**config.mk**
```make
export PLATFORM = sky130hd
export DESIGN_NAME = scl_hold_watchdog
export DESIGN_NICKNAME = d
export VERILOG_FILES = /design/src/rtl/scl_hold_pkg.sv /design/src/rtl/scl_hold_dp.sv /design/src/rtl/scl_hold_ctl.sv /design/src/rtl/scl_hold_watchdog.sv
export SDC_FILE = /design/constraint.sdc
export NUM_CORES = 1
export LEC_CHECK = 0
export BUFFER_PORTS_ARGS = -buffer_cell sky130_fd_sc_hd__buf_2
export CORE_MARGIN = 1
export CORE_UTILIZATION = 40
export CTS_CLUSTER_SIZE = 40
export DETAILED_ROUTE_END_ITERATION = 16
export MAX_ROUTING_LAYER = met4
export PLACE_DENSITY = 0.71
export SKIP_LAST_GASP = 1
export SYNTH_ARGS = -nofsm -noshare
export SYNTH_HDL_FRONTEND = slang
export SYNTH_SLANG_ARGS = --single-unit
```
**constraint.sdc**
```tcl
create_clock -name clk -period 3.18 [get_ports clk]
set_input_delay 0.318 -clock clk [delete_from_list [all_inputs] [get_ports clk]]
set_output_delay 0.318 -clock clk [all_outputs]
set_load 0.1 [all_outputs]
```
**src/rtl/scl_hold_pkg.sv**
```systemverilog
package scl_hold_pkg;
  // Bus events derived from the synchronized lines
  typedef struct packed {
    logic sclRise;
    logic sclFall;
    logic startCond;
    logic stopCond;
  } lineEvt_t;

  // Strobes from control to the window counter
  typedef struct packed {
    logic arm;
    logic clear;
  } winCmd_t;
endpackage

```
**src/rtl/scl_hold_dp.sv**
```systemverilog
module scl_hold_dp
  import scl_hold_pkg::*;
#(
  parameter int WINDOW_CYCLES = 5000,
  parameter int SYNC_STAGES   = 2
) (
  input  logic     clk,
  input  logic     rstN,
  input  logic     sclRaw,
  input  logic     sdaRaw,
  input  winCmd_t  cmd,
  output lineEvt_t evt,
  output logic     winArmed,
  output logic     winLast
);
  localparam int CNT_W = (WINDOW_CYCLES > 2) ? $clog2(WINDOW_CYCLES) : 1;
  localparam logic [CNT_W-1:0] LAST_CNT = CNT_W'(WINDOW_CYCLES - 1);

  // Index SYNC_STAGES-1 is the synchronized level, index SYNC_STAGES its previous value
  logic [SYNC_STAGES:0] sclPipe, sdaPipe;
  logic [CNT_W-1:0]     cnt;
  logic                 sclNow, sclOld, sdaNow, sdaOld;

  always_ff @(posedge clk or negedge rstN) begin
    if (!rstN) begin
      sclPipe <= '1;
      sdaPipe <= '1;
    end else begin
      sclPipe <= {sclPipe[SYNC_STAGES-1:0], sclRaw};
      sdaPipe <= {sdaPipe[SYNC_STAGES-1:0], sdaRaw};
    end
  end

  assign sclNow = sclPipe[SYNC_STAGES-1];
  assign sclOld = sclPipe[SYNC_STAGES];
  assign sdaNow = sdaPipe[SYNC_STAGES-1];
  assign sdaOld = sdaPipe[SYNC_STAGES];

  always_comb begin
    evt.sclRise   = sclNow & ~sclOld;
    evt.sclFall   = ~sclNow & sclOld;
    evt.startCond = sclNow & sclOld & ~sdaNow & sdaOld;
    evt.stopCond  = sclNow & sclOld & sdaNow & ~sdaOld;
  end

  always_ff @(posedge clk or negedge rstN) begin
    if (!rstN) begin
      winArmed <= 1'b0;
      cnt      <= '0;
    end else if (cmd.clear) begin
      winArmed <= 1'b0;
      cnt      <= '0;
    end else if (cmd.arm) begin
      winArmed <= 1'b1;
      cnt      <= '0;
    end else if (winArmed) begin
      cnt <= cnt + 1'b1;
    end
  end

  assign winLast = (cnt == LAST_CNT);
endmodule

```
**src/rtl/scl_hold_ctl.sv**
```systemverilog
module scl_hold_ctl
  import scl_hold_pkg::*;
#(
  parameter int BIDX_W    = 4,
  parameter int CHECK_BIT = 8
) (
  input  logic              clk,
  input  logic              rstN,
  input  lineEvt_t          evt,
  input  logic [BIDX_W-1:0] bitIdx,
  input  logic              addrByte,
  input  logic              cmdByte,
  input  logic              ackSlot,
  input  logic              swClear,
  input  logic              winArmed,
  input  logic              winLast,
  output winCmd_t           cmd,
  output logic              abortPulse,
  output logic              timeoutSticky
);
  localparam logic [BIDX_W-1:0] KEY_BIT = BIDX_W'(CHECK_BIT);

  logic keyBit, refEdge, expire;

  assign keyBit  = (addrByte | cmdByte) & (bitIdx == KEY_BIT);
  assign refEdge = evt.startCond | (evt.sclRise & (ackSlot | keyBit));
  assign expire  = winArmed & winLast & ~evt.sclFall & ~evt.stopCond & ~refEdge;

  always_comb begin
    cmd.arm   = refEdge;
    cmd.clear = evt.stopCond | evt.sclFall | expire;
  end

  always_ff @(posedge clk or negedge rstN) begin
    if (!rstN) begin
      abortPulse    <= 1'b0;
      timeoutSticky <= 1'b0;
    end else begin
      abortPulse <= expire;
      if (abortPulse)   timeoutSticky <= 1'b1;
      else if (swClear) timeoutSticky <= 1'b0;
    end
  end
endmodule

```
**src/rtl/scl_hold_watchdog.sv**
```systemverilog
module scl_hold_watchdog
  import scl_hold_pkg::*;
#(
  parameter int WINDOW_CYCLES = 5000,
  parameter int SYNC_STAGES   = 2,
  parameter int BIDX_W        = 4,
  parameter int CHECK_BIT     = 8
) (
  input  logic              clk,
  input  logic              rstN,
  input  logic              sclRaw,
  input  logic              sdaRaw,
  input  logic [BIDX_W-1:0] bitIdx,
  input  logic              addrByte,
  input  logic              cmdByte,
  input  logic              ackSlot,
  input  logic              swClear,
  output logic              abortPulse,
  output logic              timeoutSticky
);
  lineEvt_t evt;
  winCmd_t  cmd;
  logic     winArmed, winLast;

  scl_hold_dp #(.WINDOW_CYCLES(WINDOW_CYCLES), .SYNC_STAGES(SYNC_STAGES)) dp (
    .clk(clk), .rstN(rstN), .sclRaw(sclRaw), .sdaRaw(sdaRaw),
    .cmd(cmd), .evt(evt), .winArmed(winArmed), .winLast(winLast)
  );

  scl_hold_ctl #(.BIDX_W(BIDX_W), .CHECK_BIT(CHECK_BIT)) ctl (
    .clk(clk), .rstN(rstN), .evt(evt), .bitIdx(bitIdx),
    .addrByte(addrByte), .cmdByte(cmdByte), .ackSlot(ackSlot),
    .swClear(swClear), .winArmed(winArmed), .winLast(winLast),
    .cmd(cmd), .abortPulse(abortPulse), .timeoutSticky(timeoutSticky)
  );
endmodule

```
Word level (Yosys, flattened, before mapping). Index checks and enable logic that the tools add are counted.

Bits of input ports: 12. Register bits after elaboration: 22.

Bitwise operators: 25. $add $sub $neg: 1. Eq/ne operators: 2. Mux-type cells: 7. Reductions and logical operators: 3.

Operators with widths (count): 2-to-1 mux 13 bit (3); adder 13 x 1 -> 13 bit, second input constant (1); AND 1 bit (13); == test 13 bit, second input constant (1); inverter 1 bit (7); OR 1 bit (5); == test 4 bit, second input constant (1); 2-to-1 mux 1 bit (4); nonzero test 2 bit (2); nonzero test 3 bit (1).

Logic depth before layout (Yosys ltp).
Word-level depth: 9. Gate-level depth with buffers: 6. Mapped depth without buffers: 5.

Modules after synthesis. From an unflattened synthesis, not the netlist that was laid out.

Cell total of the unflattened synthesis: 97. Area total of the unflattened synthesis: 1023.5 µm².

By module, submodules not included: scl_hold_dp (cells each 84, area each 903.4 µm², seq. area each 508.0 µm², instances 1); scl_hold_ctl (cells each 13, area each 120.1 µm², seq. area each 50.0 µm², instances 1).

Worst setup path before layout. OpenSTA, ideal clock, no wires.

Path kind: register to register. From: register dp.cnt[11]. To: register dp.cnt[0]. Arrival time: 1.686 ns. Path slack: 1.375 ns. Cell stages (with the launch flop): 6. Path through: dfrtp_1 > or4b_1 > or4_4 > nand4_2 > buf_6 > nor2_1.

Longest elaborated chain between the ends: 7.

Ends and longest elaborated chain: from (decl) (line scl_hold_dp.sv:21) `logic [CNT_W-1:0] cnt;`; from (signal assigned) (line scl_hold_dp.sv:57) `cnt <= cnt + 1'b1;`; == test 13 bit * (line scl_hold_dp.sv:61) `assign winLast = (cnt == LAST_CNT);`; AND 1 bit * (4 in a row) (line scl_hold_ctl.sv:27) `assign expire = winArmed & winLast & ~evt.sclFall & ~evt.stopCond & ~refEdge;`; OR 1 bit * (line scl_hold_ctl.sv:31) `cmd.clear = evt.stopCond | evt.sclFall | expire;`; nonzero test 3 bit (no line) / 2-to-1 mux 13 bit (equally long branches).

Mark *: on every way between the ends. The rest lies on a longest branch, timed or not. A chain may end at the register's enable or synchronous reset.

Final worst setup path.
From: register dp.cnt[11]. To: register dp.cnt[10].

The elaborated chain is that of the path after synthesis.

==> out/summary.txt <==
worst path cell trace -> or4b_1 > or4_4 > nand4_2 > nor2_1
GP Congestion -> 0.879
CP Capture Type -> flip-flop
Leakage -> 0.494 nW
largest net degree at the start of global routing -> 23
htree depth -> 1
antenna-violating nets left -> 0
commonest cells after routing, fill and taps aside -> 16 x nor2_1, 16 x dfrtp_1, 13 x buf_2
Die X -> 51.8 um
Setup CP Type -> reg -> reg
Yosys top cell area share -> 40.4%
final setup vio count -> 0
period utilization -> 60.1%
synth warn -> 0
Max Clock Freq -> 0.523 GHz
Max rail drop VDD -> 0.385 mV
Post-Route Utilization -> 49.8%
vias in the first global route -> 699
synthesized instance count -> 91
synthesized flop and latch total -> 22
drt drc -> 0
final non-filler cell total -> 135
final setup skew -> 0.00439 ns
first-pass GRT wire length -> 2.89 mm
final hold vios -> 0
PwrDens -> 487 mW/mm^2
antenna violations before repair -> 0
detailed-route via count -> 707
Synth Area per Inst -> 10.9 sq um
Final TNS setup -> 0 ns
I/O Buffers -> 13
worst-margin pin slew -> 0.484 ns
# resized after CTS -> 0
Syn Nets -> 104
Layout area overhead -> 14.1%
post-synthesis async set-or-reset flop share -> 100%
met2 Resource Use GR -> 24.7%
DP Cell Count -> 130
Pre-antenna DRT Iters -> 4
# rows -> 17
CTS tree -> yes
arrival time of the worst setup path -> 2.11 ns
Max stage delay on crit path -> 0.54 ns
hpwl dp -> 1.15 mm
First DRT Iteration DRCs -> 21
final WL -> 1.55 mm
total CTS buffers -> 3
diode count -> 0
CP max stage cell -> or4_4
WP data required -> 3.37 ns
Seq/Total Area, Yosys -> 56.2%
clk root buf -> clkbuf_4
Mapped Area -> 992 sq um
GR Layer Usage met3 -> 1.75%
unrepaired setup endpoints after global routing -> false
Netlist cell types -> 25
GR peak layer -> met2
Rel. slew slack -> 68.0%
core area -> 0.00228 sq mm
gr ovfl total -> 0
post-synth top area cell -> dfrtp_1
final worst slack -> 1.27 ns
Worst-path clk slew -> 0.12 ns
Post-synth EDFFs -> 0
Tmin final -> 1.91 ns
Crit Path Max Fanout -> 12
met1 Usage GRT -> 18.1%
top cells by area, synth -> dfrtp_1 40%, dfstp_2 16%, xnor2_1 7.9%
Max-Cap Viols -> 0
clock sink count -> 22
Die ar. -> 0.00268 sq mm
die height -> 51.8 um
Via density -> 5.24
post-CTS setup buffer count -> 0
share of layout cells above drive strength 1 -> 23.4%
count of boundary I/O pins -> 14
Starting Density -> 43.6%
pins over their slew limit -> 0
ys flop type -> dfrtp_1
status -> finished, final reports clean
startpoint types -> flip-flop
CTS Hold Bufs -> 1
setup slack at placement -> 1.28 ns
Clock Path Buffers -> 2
Hold WC Path Type -> in -> reg
clock latency on the worst-skew pair -> 0.31 ns
Layout Nets -> 121
DR WL/cell -> 11.5 um
gr usage total -> 15.0%
[routing by layer]
layer  part of all wire (%)  vias to the layer above
li1                       -                      339
met2                     48                       19
met1                     46                      345
met5                      0                        -
met4                    1.8                        0
met3                    3.7                        4
[power by group]
part | switching [W] | leakage (nW) | internal, W | total, W
Combinational | 0.0000196 | 0.182 | 0.0000171 | 0.0000367
Sequential | 0.0000107 | 0.284 | 0.000294 | 0.000304
Clock | 0.0000826 | 0.0279 | 0.000127 | 0.000210
[worst paths after layout]
check / from / slack (ns) / end / cells after the start
worst max-delay path: dp.cnt[11] / 1.27 / dp.cnt[10] / 4
worst min-delay path: sdaRaw / 0.09 / dp.sdaPipe[0] / 1
worst max register to register: dp.cnt[11] / 1.27 / dp.cnt[10] / 4
worst min register to register: dp.sclPipe[0] / 0.36 / dp.sclPipe[1] / 0
max in group asynchronous: rstN / 2.35 / dp.sclPipe[1] / 2
min in group asynchronous: rstN / 0.48 / dp.cnt[2] / 2
[through the flow]
step	total power (W)	hold WS, ns	area [sq um]
finish	0.000551	0.0910	1130
global route	0.000574	0.0752	1130
CTS	0.000558	0.0795	1130
detailed placement	0.000346	0.300	1070
global placement	0.000344	0.293	1070
floorplan	0.000334	0.0224	992
[worst max-delay path, delay by kind of cell (launching register included)]
kind | cells | cell delay, ns
DFF | 1 | 0.42
and+or+nand+nor | 4 | 1.38
[cells by family (layout without fill, tap and decap cells)]
kind of cell	after synthesis	after routing	share of synthesized area (%)
compound gates	5	5	3.41
xor+xnor	12	12	10.6
fa+ha+maj	1	1	1.26
buf+inv	6	22	3.78
flops	22	22	56.2
mux	1	1	1.01
simple gates	44	44	23.7
[cells in the mapped netlist, types with 2 or more instances]
library cell,n
dfrtp_1,16
nor2_1,16
xnor2_1,9
dfstp_2,6
nand2_1,5
inv_1,4
nand3_1,4
nand4_1,4
nor3_1,4
nor4_1,3
xor2_1,3
buf_6,2
o21ai_0,2
or4b_1,2
[flip-flops by register name, indices dropped and copies added (netlist names)]
signal,count
ctl.abortPulse,1
ctl.timeoutSticky,1
dp.cnt,13
dp.sclPipe,3
dp.sdaPipe,3
dp.winArmed,1
[final cells by class]
type | instances | area, sq um
sequential | 22 | 558
timing repair buffer | 14 | 75.1
inverter | 4 | 15.0
fill | 202 | 1140
clock buffer | 3 | 22.5
multi-input combinational | 63 | 397
tap | 28 | 35.0
clock inverter | 1 | 30.0
Power figures use the tool's default switching activity.
